[config.mk]
export PLATFORM = sky130hd
export DESIGN_NAME = svs_ctrl
export DESIGN_NICKNAME = d
export VERILOG_FILES = /design/src/rtl/svs_pkg.sv /design/src/rtl/svs_sync.sv /design/src/rtl/svs_persist.sv /design/src/rtl/svs_ctrl.sv
export SDC_FILE = /design/constraint.sdc
export NUM_CORES = 1
export LEC_CHECK = 0
export BUFFER_PORTS_ARGS = -buffer_cell sky130_fd_sc_hd__buf_2
export CAP_MARGIN = 25
export CELL_PAD_IN_SITES_DETAIL_PLACEMENT = 1
export CELL_PAD_IN_SITES_GLOBAL_PLACEMENT = 1
export CORE_UTILIZATION = 47
export CTS_CLUSTER_DIAMETER = 100
export CTS_CLUSTER_SIZE = 25
export DETAILED_ROUTE_END_ITERATION = 12
export GPL_ROUTABILITY_DRIVEN = 0
export PLACE_DENSITY_LB_ADDON = 0.1
export SLEW_MARGIN = 20
export SYNTH_ARGS = -nofsm -noshare
export SYNTH_HDL_FRONTEND = slang
export SYNTH_HIERARCHICAL = 1
export SYNTH_SLANG_ARGS = --single-unit
[constraint.sdc]
create_clock -name clk -period 5.5 [get_ports clk]
set_clock_uncertainty 0.1 [all_clocks]
set_input_delay 1.1 -clock clk [delete_from_list [all_inputs] [get_ports clk]]
set_output_delay 1.1 -clock clk [all_outputs]
set_load 0.1 [all_outputs]
[src/rtl/svs_pkg.sv]
package svs_pkg;
    localparam int unsigned REG_W = 8;

    localparam logic [1:0] ADDR_CTRL = 2'd0;
    localparam logic [1:0] ADDR_STAT = 2'd1;
    localparam logic [1:0] ADDR_SRC  = 2'd2;
    localparam logic [1:0] ADDR_FILT = 2'd3;

    // comparator lane order inside the synchronizer
    localparam int unsigned LANE_REARM   = 0;
    localparam int unsigned LANE_DET_HI  = 1;
    localparam int unsigned LANE_DET_LO  = 2;
    localparam int unsigned LANE_WARN_HI = 3;
    localparam int unsigned LANE_WARN_LO = 4;
    localparam int unsigned NUM_LANES    = 5;

    typedef struct packed {
        logic warn_ie;
        logic warn_sel;
        logic det_sel;
        logic det_stop_en;
        logic det_ie;
        logic det_rst_en;
        logic det_en;
    } ctrl_t;

    localparam ctrl_t CTRL_DEFAULT = '{warn_ie: 1'b0, warn_sel: 1'b0, det_sel: 1'b0,
                                      det_stop_en: 1'b0, det_ie: 1'b0,
                                      det_rst_en: 1'b1, det_en: 1'b1};

    function automatic ctrl_t ctrl_from_word(input logic [REG_W-1:0] w);
        ctrl_t c;
        c.det_en      = w[0];
        c.det_rst_en  = w[1];
        c.det_ie      = w[2];
        c.det_stop_en = w[3];
        c.det_sel     = w[4];
        c.warn_sel    = w[5];
        c.warn_ie     = w[6];
        return c;
    endfunction

    function automatic logic [REG_W-1:0] ctrl_to_word(input ctrl_t c);
        logic [REG_W-1:0] w;
        w    = '0;
        w[0] = c.det_en;
        w[1] = c.det_rst_en;
        w[2] = c.det_ie;
        w[3] = c.det_stop_en;
        w[4] = c.det_sel;
        w[5] = c.warn_sel;
        w[6] = c.warn_ie;
        return w;
    endfunction
endpackage

[src/rtl/svs_sync.sv]
module svs_sync #(
    parameter int unsigned     W       = 5,
    parameter int unsigned     STAGES  = 2,
    parameter logic [W-1:0]    RST_VAL = '1
) (
    input  logic         clk,
    input  logic         rst_n,
    input  logic [W-1:0] async_in,
    output logic [W-1:0] sync_out
);
    logic [W-1:0] stage_q [STAGES];
    logic [W-1:0] stage_d [STAGES];

    always_comb begin
        stage_d[0] = async_in;
        for (int i = 1; i < STAGES; i++) begin
            stage_d[i] = stage_q[i-1];
        end
    end

    always_ff @(posedge clk or negedge rst_n) begin
        if (!rst_n) begin
            for (int i = 0; i < STAGES; i++) begin
                stage_q[i] <= RST_VAL;
            end
        end else begin
            for (int i = 0; i < STAGES; i++) begin
                stage_q[i] <= stage_d[i];
            end
        end
    end

    assign sync_out = stage_q[STAGES-1];
endmodule

[src/rtl/svs_persist.sv]
module svs_persist #(
    parameter int unsigned CW = 6
) (
    input  logic          clk,
    input  logic          rst_n,
    input  logic          level,
    input  logic [CW-1:0] limit,
    output logic          qualified
);
    logic [CW-1:0] cnt_d, cnt_q;

    always_comb begin
        cnt_d = cnt_q;
        if (!level) begin
            cnt_d = '0;
        end else if (cnt_q < limit) begin
            cnt_d = cnt_q + 1'b1;
        end
    end

    always_ff @(posedge clk or negedge rst_n) begin
        if (!rst_n) begin
            cnt_q <= '0;
        end else begin
            cnt_q <= cnt_d;
        end
    end

    assign qualified = level && (cnt_q >= limit);
endmodule

[src/rtl/svs_ctrl.sv]
module svs_ctrl
    import svs_pkg::*;
#(
    parameter int unsigned FILT_W   = 6,
    parameter int unsigned FILT_DEF = 4
) (
    input  logic             clk,
    input  logic             rst_n,
    input  logic             cmp_below_rearm,
    input  logic             cmp_below_det_hi,
    input  logic             cmp_below_det_lo,
    input  logic             cmp_below_warn_hi,
    input  logic             cmp_below_warn_lo,
    input  logic             reg_we,
    input  logic [1:0]       reg_addr,
    input  logic [REG_W-1:0] reg_wdata,
    output logic [REG_W-1:0] reg_rdata,
    input  logic             stop_req,
    output logic             sys_rst_out,
    output logic             det_irq,
    output logic             warn_irq,
    output logic             stop_keep_detect
);
    localparam int unsigned    PAD_W     = REG_W - FILT_W;
    localparam logic [FILT_W-1:0] LIM_DEF = FILT_W'(FILT_DEF);
    localparam int unsigned    NUM_FILT  = 2;

    typedef struct packed {
        ctrl_t             ctrl;
        logic [FILT_W-1:0] lim;
        logic              det_flag;
        logic              warn_flag;
        logic              rst_hold;
        logic              hold_por;
        logic              src_por;
        logic              src_lv;
    } state_t;

    state_t st_d, st_q;

    logic [NUM_LANES-1:0] lanes_raw, lanes_s;
    logic por_s, det_hi_s, det_lo_s, warn_hi_s, warn_lo_s;
    logic det_lvl, warn_lvl;
    logic [NUM_FILT-1:0] filt_lvl, filt_qual;
    logic det_qual, warn_qual;
    logic det_rst_evt, det_flag_set, warn_flag_set, release_ok;

    assign lanes_raw[LANE_REARM]   = cmp_below_rearm;
    assign lanes_raw[LANE_DET_HI]  = cmp_below_det_hi;
    assign lanes_raw[LANE_DET_LO]  = cmp_below_det_lo;
    assign lanes_raw[LANE_WARN_HI] = cmp_below_warn_hi;
    assign lanes_raw[LANE_WARN_LO] = cmp_below_warn_lo;

    svs_sync #(.W(NUM_LANES), .STAGES(2), .RST_VAL({NUM_LANES{1'b1}})) u_sync (
        .clk      (clk),
        .rst_n    (rst_n),
        .async_in (lanes_raw),
        .sync_out (lanes_s)
    );

    assign por_s     = lanes_s[LANE_REARM];
    assign det_hi_s  = lanes_s[LANE_DET_HI];
    assign det_lo_s  = lanes_s[LANE_DET_LO];
    assign warn_hi_s = lanes_s[LANE_WARN_HI];
    assign warn_lo_s = lanes_s[LANE_WARN_LO];

    assign det_lvl  = st_q.ctrl.det_sel  ? det_hi_s  : det_lo_s;
    assign warn_lvl = st_q.ctrl.warn_sel ? warn_hi_s : warn_lo_s;

    assign filt_lvl[0] = det_lvl;
    assign filt_lvl[1] = warn_lvl;

    generate
        for (genvar g = 0; g < NUM_FILT; g++) begin : g_filt
            svs_persist #(.CW(FILT_W)) u_persist (
                .clk       (clk),
                .rst_n     (rst_n),
                .level     (filt_lvl[g]),
                .limit     (st_q.lim),
                .qualified (filt_qual[g])
            );
        end
    endgenerate

    assign det_qual  = filt_qual[0];
    assign warn_qual = filt_qual[1];

    always_comb begin
        st_d = st_q;

        det_rst_evt   = st_q.ctrl.det_en && st_q.ctrl.det_rst_en && det_qual;
        det_flag_set  = st_q.ctrl.det_en && !st_q.ctrl.det_rst_en && det_qual;
        warn_flag_set = st_q.ctrl.det_en && warn_qual && !det_lvl;
        release_ok    = st_q.hold_por ? !det_lo_s : !det_lvl;

        // register writes
        if (reg_we) begin
            unique case (reg_addr)
                ADDR_CTRL: st_d.ctrl = ctrl_from_word(reg_wdata);
                ADDR_STAT: begin
                    if (reg_wdata[1]) st_d.det_flag  = 1'b0;
                    if (reg_wdata[3]) st_d.warn_flag = 1'b0;
                end
                ADDR_SRC: begin
                    if (reg_wdata[0]) st_d.src_por = 1'b0;
                    if (reg_wdata[1]) st_d.src_lv  = 1'b0;
                end
                ADDR_FILT: st_d.lim = reg_wdata[FILT_W-1:0];
                default: ;
            endcase
        end

        // set events win over same-cycle clears
        if (det_flag_set)  st_d.det_flag  = 1'b1;
        if (warn_flag_set) st_d.warn_flag = 1'b1;

        // reset sequencing
        if (por_s) begin
            st_d.ctrl      = CTRL_DEFAULT;
            st_d.lim       = LIM_DEF;
            st_d.det_flag  = 1'b0;
            st_d.warn_flag = 1'b0;
            st_d.rst_hold  = 1'b1;
            st_d.hold_por  = 1'b1;
            st_d.src_por   = 1'b1;
            st_d.src_lv    = 1'b1;
        end else if (st_q.rst_hold) begin
            if (release_ok) begin
                st_d.rst_hold = 1'b0;
                st_d.hold_por = 1'b0;
                if (!st_q.hold_por) st_d.src_lv = 1'b1;
            end
        end else if (det_rst_evt) begin
            st_d.rst_hold = 1'b1;
            st_d.hold_por = 1'b0;
        end
    end

    always_ff @(posedge clk or negedge rst_n) begin
        if (!rst_n) begin
            st_q.ctrl      <= CTRL_DEFAULT;
            st_q.lim       <= LIM_DEF;
            st_q.det_flag  <= 1'b0;
            st_q.warn_flag <= 1'b0;
            st_q.rst_hold  <= 1'b1;
            st_q.hold_por  <= 1'b1;
            st_q.src_por   <= 1'b1;
            st_q.src_lv    <= 1'b1;
        end else begin
            st_q <= st_d;
        end
    end

    always_comb begin
        reg_rdata = '0;
        unique case (reg_addr)
            ADDR_CTRL: reg_rdata = ctrl_to_word(st_q.ctrl);
            ADDR_STAT: begin
                reg_rdata[0] = st_q.det_flag;
                reg_rdata[2] = st_q.warn_flag;
            end
            ADDR_SRC: begin
                reg_rdata[0] = st_q.src_por;
                reg_rdata[1] = st_q.src_lv;
            end
            ADDR_FILT: reg_rdata = {{PAD_W{1'b0}}, st_q.lim};
            default: ;
        endcase
    end

    assign sys_rst_out      = st_q.rst_hold;
    assign det_irq          = st_q.det_flag && st_q.ctrl.det_ie;
    assign warn_irq         = st_q.warn_flag && st_q.ctrl.warn_ie;
    assign stop_keep_detect = stop_req && st_q.ctrl.det_en && st_q.ctrl.det_stop_en;
endmodule

# Yosys cells after proc, flatten, opt, wreduce, memory -nomap -nowiden
# Index checks and enable logic that the tools add are counted.
[op_classes] addsub=2 n_lt_le_gt_ge=4 eq_ne=6 n_mux=33 reduce_logical=34
[op_table] op="$mux W15" count=2
[op_table] op="$mux W6" count=5
[op_table] op="$reduce_bool A3 Y1" count=7
[op_table] op="$mux W1" count=14
[op_table] op="$mux W2" count=7
[op_table] op="$add A6 B1 Y6 const B" count=2
[op_table] op="$ge A6 B6 Y1" count=2
[op_table] op="$logic_and A1 B1 Y1" count=12
[op_table] op="$lt A6 B6 Y1" count=2
[op_table] op="$reduce_bool A2 Y1" count=5
[op_table] op="$reduce_and A3 Y1" count=3
[op_table] op="$pmux W4 S2" count=1
[op_table] op="$mux W7" count=1
[op_table] op="$pmux W1 S3" count=2
[op_table] op="$reduce_and A2 Y1" count=3
[op_table] op="$eq A2 B2 Y1 const B" count=2
[op_table] op="$pmux W1 S4" count=1
[op_table] op="$logic_not A1 Y1" count=3
[op_table] op="$ne A3 B1 Y1 const B" count=1
[op_table] op="$eq A2 B1 Y1 const B" count=1
[op_table] op="$logic_not A2 Y1" count=1
[op_table] op="$ne A2 B1 Y1 const B" count=1
[op_table] op="$ne A2 B2 Y1 const B" count=1
[word_totals] reg_bits=41 in_bits=19 output_inout_bits=12 word_cells=97

# Longest topological paths before layout
# Gate-level depths: netlist of the first run.
[logic_depth] depth_word=7 depth_mapped=10 depth_no_buf=9

# Cells and area by module
# The synthesis of the first run kept the hierarchy.
[modules_own_cells] mod="svs_ctrl" n_inst=1 cells_per_inst=115 area_each_um2=1044.8 seq_area_each_um2=484.2
[modules_own_cells] mod="svs_persist" n_inst=2 cells_per_inst=52 area_each_um2=474.2 seq_area_each_um2=150.1
[modules_own_cells] mod="svs_sync" n_inst=1 cells_per_inst=10 area_each_um2=262.8 seq_area_each_um2=262.8

# Worst setup path before layout of the first run
# No wires, ideal clock.
[synth_timing] path_kind="input -> output" start="input reg_addr[0]" end="output reg_rdata[0]" arrival_ps=3215 required_time_ps=4300 setup_slack_ps=1085 stages=4 cell_sequence="inv_1 -> ha_1 -> buf_2 -> mux2i_1"
[synth_via] elab_chain_cells=2 word_cells_on_any_way=5 classes_between="eq/ne: 3; mux: 1; reduce/logical: 1"
[synth_lines] item="start: declaration" line="svs_ctrl.sv:15" source="input logic [1:0] reg_addr,"
[synth_lines] item="$eq A2 B2 Y1 (tied with other cells)" line="svs_ctrl.sv:156" source="unique case (reg_addr)"
[synth_lines] item="$pmux W1 S4 *" line="svs_ctrl.sv:156"
[synth_lines] item="end: declaration" line="svs_ctrl.sv:17" source="output logic [REG_W-1:0] reg_rdata,"
# Every way passes the cells marked *; elsewhere a longest branch is shown, timed or not.

# Worst setup path in the final report of the first run
[layout_timing] start="input reg_addr[0]" end="output reg_rdata[1]"
[layout_via] elab_chain_cells=2 word_cells_on_any_way=4 classes_between="eq/ne: 2; mux: 1; reduce/logical: 1"
[layout_lines] item="$eq A2 B2 Y1 / $logic_not A2 Y1 (equally long branches)" line="svs_ctrl.sv:156"
[layout_lines] item="$pmux W1 S3 *" line="svs_ctrl.sv:156"
# Marked as above.

==> flow_metrics.env, run 1 <==
export IMPL_r2r_slack_ns=3.08
export IMPL_drt_iter0_drc=74
export IMPL_wl_met3_um=143
export IMPL_insertion_delay_ns=0.29
export IMPL_cts_root_buf="clkbuf_8"
export IMPL_yosysTopAreaCell="dfrtp_1"
export IMPL_tritoncts="done"
export IMPL_combPwrFrac_pct=24.2
export IMPL_nNetsFinal=294
export IMPL_hp_class="register to register"
export IMPL_tns_ns=0
export IMPL_numPortBuffers=28
export IMPL_synthesis_nets=267
export IMPL_synth_cell_types=38
export IMPL_power_density_nw_per_um2=294.1
export IMPL_period_needed_ns=3.869
export IMPL_p_int_uw=488.9
export IMPL_violations="design-rule violations"
export IMPL_hold_violations=0
export IMPL_grt_util_all_layers_pct=23.20
export IMPL_cts_htree_levels=2
export IMPL_numCtsBuffers=5
export IMPL_met2_length_mm=2.546
export IMPL_grt_start_max_net_pins=42
export IMPL_worst_pin_slew_ns=0.8887
export IMPL_fmax_mhz=258.5
export IMPL_rsz0062_at_grt="no"
export IMPL_antenna_cells=0
export IMPL_ys_warn_count=6
export IMPL_whs_path_depth=0
export IMPL_wl_met1_mm=2.348
export IMPL_antenna_found_initial=0
export IMPL_cts_buffer_depth=2
export IMPL_cp_arrival_ns=2.67
export IMPL_end_kind="primary output"
export IMPL_grt_pass1_vias=1886
export IMPL_swShare_pct=33.21
export IMPL_drt_wl_total_mm=5.103
export IMPL_period_share_pct=70.35
export IMPL_dieArea_um2=5081
export IMPL_cp_start_kind="input port"
export IMPL_grt_overflow_total=0
export IMPL_avgSynthCellArea_um2=9.851
export IMPL_fp_dieH_um=71.28
export IMPL_path_max_fanout=15
export IMPL_power_frac_seq_pct=50.0
export IMPL_drive_gt1_share_pct=24.12
export IMPL_async_reset_ff_share_pct=100.0
export IMPL_max_vdd_ir_drop_mv=0.1426
export IMPL_path_class="input port to primary output"
export IMPL_grt_first_pass_wirelength_mm=8.997
export IMPL_p_leak_nw=1.143
export IMPL_synth_seq_area_share_pct=46.42
export IMPL_synth_area_top_cells="dfrtp_1, dfstp_2, ha_1"
export IMPL_synth_cells=229
export IMPL_ys_flop_type="dfrtp_1"
export IMPL_wire_per_inst_um=16.51
export IMPL_synth_area_um2=2256
export IMPL_drt_pass1_iter_count=8
export IMPL_initial_core_util_pct=50.42
export IMPL_p_total_uw=732.0
export IMPL_netlist_area_leader_share_pct=26.62
export IMPL_syn2layout_area_growth_pct=10.32
export IMPL_top_layer="met4"
export IMPL_synth_edf_count=0
export IMPL_io_pins=31
export IMPL_post_cts_buffers=0
export IMPL_avgViaCountPerCell=5.761
export IMPL_setup_violations=0
export IMPL_relSlewSlack_pct=40.75
export IMPL_postCtsResizedCells=0
export IMPL_via_count=1780
export IMPL_cts_sinks=41
export IMPL_drt_antenna_violating_nets=0
export IMPL_cts_hold_buf=0
export IMPL_die_w_um=71.28
export IMPL_outcome="complete, but fails checks"
export IMPL_cap_violations=0
export IMPL_path_clk_slew_ns=0.07
export IMPL_maxSlewViolCount=0
export IMPL_clkPwrFrac_pct=25.8
export IMPL_required_ns=4.30
export IMPL_dp_hpwl_mm=3.812
export IMPL_coreArea_um2=4474
export IMPL_num_rows=24
export IMPL_switchingPower_uw=243.1
export IMPL_synth_seq_cells=41
export IMPL_rr_worst_depth=8
export IMPL_drc=1
## worst paths after layout
kind                                                            endpoint                   startpoint
max in group asynchronous                            st_q[5]$_DFFE_PN0P_                        rst_n
min in group asynchronous       g_filt[1].u_persist/cnt_q[4]$_DFFE_PN0P_                        rst_n
worst max register to register                       st_q[2]$_DFFE_PN1P_          st_q[8]$_DFFE_PN1P_
worst min-delay path                        u_sync/sync_out[0]$_DFF_PN1_  u_sync/stage_d[0]$_DFF_PN1_
worst max-delay path                                        reg_rdata[1]                  reg_addr[0]
worst min register to register              u_sync/sync_out[0]$_DFF_PN1_  u_sync/stage_d[0]$_DFF_PN1_
## power by group through the flow
stage / Combinational [mW] / Sequential [mW] / Clock [mW]
2_1_floorplan: 0.144 / 0.366 / 0
3_3_place_gp: 0.173 / 0.371 / 0
3_5_place_dp: 0.179 / 0.372 / 0
4_1_cts: 0.180 / 0.367 / 0.197
5_1_grt: 0.203 / 0.371 / 0.207
6_report: 0.177 / 0.366 / 0.189
## layout by cell type (no fill, tap or decap), types with 9 or more instances in the layout
cell and n:
inv_1 23, nand2_1 26, a21oi_1 10, dfstp_2 17
o21ai_0 10, buf_2 28, ha_1 19, dfrtp_1 24
nand3_1 26, nor2_1 9
## flip-flops by register name, indices dropped and copies added, names as in the netlist
name,count
u_sync/sync_out,5
sys_rst_out,1
g_filt.u_persist/cnt_q,12
u_sync/stage_d,5
st_q,18
## cell families after synthesis
family	Yosys count	share of synthesized area, %
and+or+nand+nor	81	17.64
AOI/OAI and AO/OA	50	16.20
adders and majority gates	19	10.54
buffers and inverters	31	6.156
xor gates and xnor gates	2	0.7766
other	1	0.1662
DFF	41	46.42
muxes	4	2.107
## cell usage after synthesis, drive strengths merged (3+ instances only)
cell type  instances
nand2             26
nand3             26
dfrtp             24
inv               23
ha                19
dfstp             17
a21oi             16
o21ai             10
nor2               9
a21boi             6
buf                6
or3                6
and2               4
nand4              4
a222oi             3
a22oi              3
mux2               3
o311ai             3
## critical path: stages
cell and delay (ns):
buf_2 0.12, inv_1 0.10, ha_1 0.53, a222oi_1 0.22, nor2_1 0.15, buf_2 0.44
## final cells by class
cell class | count | area (µm²)
Clock buffer | 8 | 80.08
Fill cell | 519 | 1986
Inverter | 23 | 86.33
Multi-Input combinational cell | 157 | 1070
Sequential cell | 41 | 1047
Tap cell | 52 | 65.06
Timing Repair Buffer | 28 | 140.1
## stage by stage
step / instances / cell area (µm²) / setup slack (ns) / util [%] / hold slack (ns)
finish: 309 / 2489 / 1.631 / 55.62 / 0.2597
global route: 309 / 2489 / 1.501 / 55.62 / 0.2654
global placement: 301 / 2409 / 1.690 / 53.83 / 0.2457
detailed placement: 301 / 2409 / 1.643 / 53.83 / 0.2498
CTS: 309 / 2489 / 1.637 / 55.62 / 0.2605
floorplan: 229 / 2256 / 1.085 / - / 0.2452
## per-layer routing
layer,GRT usage (%),vias to the layer above
met4,6.667,0
met2,41.06,36
li1,-,852
met5,0,-
met3,4.219,9
met1,29.04,883
(Power assumes the default switching activity.)
==> inputs of run 2 (changes only) <==
- CORE_UTILIZATION: 47 -> 40
- clock period: 5.5 -> 3.2 ns (I/O delays scaled with it)
==> run 2 against run 1 <==
The run now ends clean; count of clock-buffer cells in the layout shrank 2; register-to-register slack got worse by 2.3 ns; sequential power rose by 72%; non-clock buffer count rose by 3; largest power group unchanged.
==> flow_metrics.env, run 2 (synthesized netlist as in run 1, its figures left out) <==
export IMPL_outcome="finished, final reports clean"
export IMPL_coreArea_um2=5270
export IMPL_hp_class="input port to asynchronous set/reset pin"
export IMPL_cts_htree_levels=2
export IMPL_drt_iter0_drc=62
export IMPL_largest_register_ff_count=18
export IMPL_drive_gt1_share_pct=27.69
export IMPL_drt_pass1_iter_count=4
export IMPL_grt_start_max_net_pins=42
export IMPL_end_kind="primary output"
export IMPL_cp_arrival_ns=1.94
export IMPL_dieArea_um2=5944
export IMPL_path_clk_slew_ns=0.08
export IMPL_drc=0
export IMPL_tns_ns=0
export IMPL_hold_violations=0
export IMPL_numCtsBuffers=5
export IMPL_path_max_fanout=15
export IMPL_crit_buf_inv=4
export IMPL_design_area_um2=2581
export IMPL_drt_antenna_violating_nets=0
export IMPL_final_cell_mix="buf_2, nand2_1, nand3_1"
export IMPL_avgViaCountPerCell=5.267
export IMPL_grt_first_pass_wirelength_mm=8.728
export IMPL_power_density_nw_per_um2=504.9
export IMPL_required_ns=2.46
export IMPL_syn2layout_area_growth_pct=14.42
export IMPL_die_w_um=77.10
export IMPL_numPortBuffers=28
export IMPL_cts_sinks=41
export IMPL_wire_per_inst_um=15.47
export IMPL_dp_hpwl_mm=3.721
export IMPL_cts_hold_buf=0
export IMPL_max_vdd_ir_drop_mv=0.3133
export IMPL_cap_violations=0
export IMPL_biggestRegsByFlops="st_q: 18 flops, g_filt.u_persist/cnt_q: 12 flops"
export IMPL_fill_cells=644
export IMPL_p_total_mw=1.303
export IMPL_maxSlewViolCount=0
export IMPL_num_rows=26
export IMPL_cts_root_buf="clkbuf_8"
export IMPL_nNetsFinal=297
export IMPL_initial_core_util_pct=42.81
export IMPL_layout_cells_most_common="buf_2"
export IMPL_period_needed_ns=2.685
export IMPL_top_register="st_q"
export IMPL_finalNonFillerCells=330
export IMPL_antenna_found_initial=0
export IMPL_rr_startpoint="st_q[8]$_DFFE_PN1P_"
export IMPL_via_count=1738
export IMPL_insertion_delay_ns=0.29
export IMPL_rsz0062_at_grt="no"
export IMPL_cpPeakStageDelay_ns=0.36
export IMPL_grt_util_all_layers_pct=18.96
export IMPL_p_leak_nw=1.179
export IMPL_worstSetupStartpoint="reg_addr[0]"
export IMPL_fin_util_pct=48.98
export IMPL_io_pins=31
export IMPL_cp_start_kind="input port"
export IMPL_grt_pass1_vias=1798
export IMPL_grt_overflow_total=0
export IMPL_period_share_pct=83.90
export IMPL_postCtsResizedCells=0
export IMPL_post_cts_buffers=0
export IMPL_relSlewSlack_pct=65.82
export IMPL_antenna_cells=0
export IMPL_cts_buffer_depth=2
export IMPL_cp_common_cell="buf_2"
export IMPL_drt_wl_total_mm=5.106
export IMPL_placed_cell_area_um2=2457
export IMPL_path_class="input port to primary output"
export IMPL_fp_dieH_um=77.10
export IMPL_worst_pin_slew_ns=0.5127
export IMPL_tritoncts="done"
export IMPL_cp_cell_sequence="buf_2 > inv_1 > ha_1 > buf_4 > a222oi_1 > nor2_2 > buf_2"
export IMPL_dp_cells=321
export IMPL_cp_top_family="buffers and inverters"
export IMPL_setup_violations=0
export IMPL_fmax_mhz=372.5
export IMPL_crit_slowest_cell="a222oi_1"
==> run 2: power by group <==
group / leakage [nW] / internal [mW] / total [mW] / switching [mW]
logic: 0.620 / 0.119 / 0.311 / 0.192
registers: 0.507 / 0.572 / 0.631 / 0.0597
clock network: 0.0512 / 0.175 / 0.361 / 0.186
==> run 2: final cells by class <==
| type | instances | area [µm²] | area share [%] |
|---|---|---|---|
| clock buffers | 6 | 82.58 | 3.199 |
| clock inverters | 2 | 13.76 | 0.5332 |
| inverters | 23 | 86.33 | 3.345 |
| multi-input cells | 157 | 1081 | 41.88 |
| flip-flops and latches | 41 | 1047 | 40.57 |
| well taps | 70 | 87.58 | 3.393 |
| repair buffers | 31 | 182.7 | 7.077 |
==> run 2: path summary, 6_finish.rpt <==
| path | to | cells past startpoint | slack [ns] |
|---|---|---|---|
| hold reg to reg | u_sync/sync_out[4]$_DFF_PN1_ | 0 | 0.26 |
| max in group asynchronous | st_q[1]$_DFFE_PN1P_ | 2 | 2.29 |
| hold / removal | g_filt[1].u_persist/cnt_q[2]$_DFFE_PN0P_ | 1 | 0.17 |
| setup reg to reg | st_q[2]$_DFFE_PN1P_ | 8 | 0.77 |
| min in group clk | u_sync/sync_out[4]$_DFF_PN1_ | 0 | 0.26 |
| setup / recovery | reg_rdata[1] | 7 | 0.52 |
==> run 2: per-stage QoR <==
step | hold WS (ns) | worst slack, ns
floorplan | 0.2444 | 0.008019
global placement | 0.2457 | 0.5461
detailed placement | 0.2484 | 0.5179
CTS | 0.2603 | 0.5173
global route | 0.1883 | 0.4450
finish | 0.1699 | 0.5153
==> run 2: per-layer routing <==
| metal | up-vias | track usage [%] | share of wire, % |
|---|---|---|---|
| li1 | 859 | - | - |
| met1 | 844 | 25.98 | 50 |
| met2 | 28 | 30.63 | 47 |
| met3 | 7 | 3.571 | 2.4 |
| met4 | 0 | 5.094 | 1.1 |
| met5 | - | 0 | 0 |
==> inputs of run 3 (changes only) <==
- ABC_AREA: default -> 1
- CORE_UTILIZATION: 40 -> 43
- clock period: 3.2 -> 2.75 ns (I/O delays scaled with it)
==> run 3 against run 2 <==
Cell area is 8.7% higher; count of clock-buffer cells in the layout is 1 higher; register-to-register slack worse by 0.13 ns; utilization up 4.2 points; sequential share of layout area decreased by 3.2 points; critical endpoint is now reg_rdata[6]; largest power group unchanged.
==> flow_metrics.env, run 3 <==
export IMPL_grt_start_max_net_pins=39
export IMPL_power_frac_seq_pct=46.5
export IMPL_drt_antenna_violating_nets=0
export IMPL_design_area_um2=2805
export IMPL_drive_gt1_share_pct=23.81
export IMPL_combPwrFrac_pct=23.8
export IMPL_drt_pass1_iter_count=4
export IMPL_post_cts_buffers=0
export IMPL_synth_most_common_cell="nand2_1"
export IMPL_period_share_pct=88.34
export IMPL_cts_root_buf="clkbuf_8"
export IMPL_syn2layout_area_growth_pct=16.17
export IMPL_grt_pass1_vias=2192
export IMPL_avgViaCountPerCell=4.995
export IMPL_ys_warn_count=6
export IMPL_grt_busiest_layer="met2"
export IMPL_outcome="finished, final reports clean"
export IMPL_relSlewSlack_pct=44.09
export IMPL_postCtsResizedCells=0
export IMPL_synth_edf_count=0
export IMPL_via_count=2028
export IMPL_maxSlewViolCount=0
export IMPL_cts_hold_buf=0
export IMPL_largest_register_ff_count=18
export IMPL_met1_usage_pct=23.66
export IMPL_r2r_slack_ns=0.64
export IMPL_p_int_mw=1.000
export IMPL_antenna_found_initial=0
export IMPL_power_density_nw_per_um2=539.8
export IMPL_drt_wl_total_mm=5.698
export IMPL_r2r_end="sys_rst_out$_DFF_PN1_"
export IMPL_biggestRegsByFlops="st_q: 18 flops, g_filt.u_persist/cnt_q: 12 flops"
export IMPL_synth_seq_area_share_pct=43.37
export IMPL_nNetsFinal=373
export IMPL_max_vdd_ir_drop_mv=0.2970
export IMPL_rsz0062_at_grt="no"
export IMPL_coreArea_um2=5270
export IMPL_cts_buffer_depth=2
export IMPL_grt_util_all_layers_pct=21.47
export IMPL_hp_class="input port to register"
export IMPL_antenna_cells=0
export IMPL_wire_per_inst_um=14.03
export IMPL_cp_arrival_ns=1.78
export IMPL_multi_input_area_um2=1140
export IMPL_synth_seq_cells=41
export IMPL_seq_area_um2=1047
export IMPL_netlist_area_leader_share_pct=24.87
export IMPL_period_needed_ns=2.429
export IMPL_required_ns=2.10
export IMPL_dp_hpwl_mm=4.505
export IMPL_clkPwrFrac_pct=29.7
export IMPL_synth_cells=303
export IMPL_synthesis_nets=341
export IMPL_dieArea_um2=5920
export IMPL_worstSetupStartpoint="reg_addr[0]"
export IMPL_rr_startpoint="st_q[8]$_DFFE_PN1P_"
export IMPL_cts_sinks=41
export IMPL_numCtsBuffers=5
export IMPL_grt_use_met3_pct=3.690
export IMPL_rr_worst_depth=11
export IMPL_avgSynthCellArea_um2=7.970
export IMPL_placed_cell_area_um2=2700
export IMPL_top_register="st_q"
export IMPL_fill_cells=686
export IMPL_p_leak_nw=1.528
export IMPL_final_cell_mix="nand2_1, inv_1, nand3_1"
export IMPL_drt_iter0_drc=36
export IMPL_end_kind="primary output"
export IMPL_die_w_um=76.94
export IMPL_synthTopCellsByCount="nand2_1, inv_1, nand3_1"
export IMPL_numPortBuffers=28
export IMPL_hold_violations=0
export IMPL_fmax_mhz=411.6
export IMPL_tritoncts="done"
export IMPL_setup_violations=0
export IMPL_drc=0
export IMPL_yosysTopAreaCell="dfrtp_1"
export IMPL_switchingPower_uw=513.7
export IMPL_async_reset_ff_share_pct=100.0
export IMPL_path_max_fanout=6
export IMPL_cap_violations=0
export IMPL_finalNonFillerCells=406
export IMPL_initial_core_util_pct=45.82
export IMPL_worst_hold_slack_ns=0.2443
export IMPL_grt_first_pass_wirelength_mm=9.853
export IMPL_synth_area_um2=2415
export IMPL_fp_dieH_um=76.94
export IMPL_path_class="input port to primary output"
export IMPL_grt_overflow_total=0
export IMPL_ys_flop_type="dfrtp_1"
export IMPL_grt_use_met2_pct=40.00
export IMPL_fin_util_pct=53.23
export IMPL_crit_path_end="reg_rdata[6]"
export IMPL_layout_cells_most_common="nand2_1"
export IMPL_swShare_pct=33.93
export IMPL_io_pins=31
export IMPL_num_rows=26
export IMPL_path_clk_slew_ns=0.08
export IMPL_synth_area_top_cells="dfrtp_1, dfstp_2, nand2_1"
export IMPL_cp_start_kind="input port"
export IMPL_synth_cell_types=29
export IMPL_worst_pin_slew_ns=0.8386
export IMPL_cts_htree_levels=2
export IMPL_dp_cells=398
export IMPL_insertion_delay_ns=0.30
==> run 3: changes by cell type after synthesis, sizes merged, moves of 6 or more <==
cell	change
nor2	+12
a21oi	-7
nand2	+61
or3	-6
inv	+31
nand3	+10
==> run 3: routing by layer <==
layer	wire length [µm]	vias to the layer above
met2	2930	36
met5	0	-
li1	-	1014
met1	2511	966
met3	132	12
met4	124	0
==> run 3: power by group through the flow <==
stage | Sequential [mW] | Clock, mW | Combinational [mW]
finish | 0.704 | 0.450 | 0.360
global route | 0.711 | 0.480 | 0.404
CTS | 0.704 | 0.468 | 0.366
detailed placement | 0.715 | 0 | 0.366
global placement | 0.713 | 0 | 0.349
floorplan | 0.720 | 0 | 0.241
==> run 3: worst max-delay path, cell delays in order <==
cell and delay [ns]:
buf_2 0.11, inv_1 0.10, ha_1 0.28, nand2_1 0.17
nor2_1 0.13, buf_2 0.44
==> run 3: worst min path at each step <==
| stage | cells past startpoint | endpoint | from |
|---|---|---|---|
| after detailed placement | 0 | u_sync/sync_out[1]$_DFF_PN1_ | u_sync/stage_d[1]$_DFF_PN1_ |
| after global placement | 0 | u_sync/sync_out[3]$_DFF_PN1_ | u_sync/stage_d[3]$_DFF_PN1_ |
| after global routing | 1 | u_sync/stage_d[2]$_DFF_PN1_ | cmp_below_det_lo |
| after floorplan | 0 | g_filt[0].u_persist/cnt_q[0]$_DFFE_PN0P_ | rst_n |
| final | 1 | u_sync/stage_d[1]$_DFF_PN1_ | cmp_below_det_hi |
| after CTS | 1 | u_sync/stage_d[1]$_DFF_PN1_ | cmp_below_det_hi |
==> run 3: layout make-up <==
type / instances / share of cell area (%)
inverters: 54 / 7.226
repair buffers: 29 / 7.939
multi-input cells: 204 / 40.63
clock buffers: 7 / 3.434
clock inverters: 1 / 0.3122
well taps: 70 / 3.122
flip-flops and latches: 41 / 37.33
==> run 3: logic make-up after synthesis <==
group | count (synthesis) | share of synthesized area (%)
and+or+nand+nor | 148 | 27.56
buffers and inverters | 58 | 9.430
DFF | 41 | 43.37
AOI/OAI and AO/OA | 31 | 7.565
adders and majority gates | 19 | 9.845
xor gates and xnor gates | 4 | 1.451
other | 1 | 0.1553
muxes | 1 | 0.6216
==> run 3: through the flow <==
stage                     TNS, ns  power (mW)  setup WS (ns)
after global routing            0       1.595         0.1957
after global placement          0       1.061         0.3308
final                           0       1.514         0.3205
after floorplan            -1.735      0.9610        -0.4066
after detailed placement        0       1.080         0.3048
after CTS                       0       1.538         0.3040
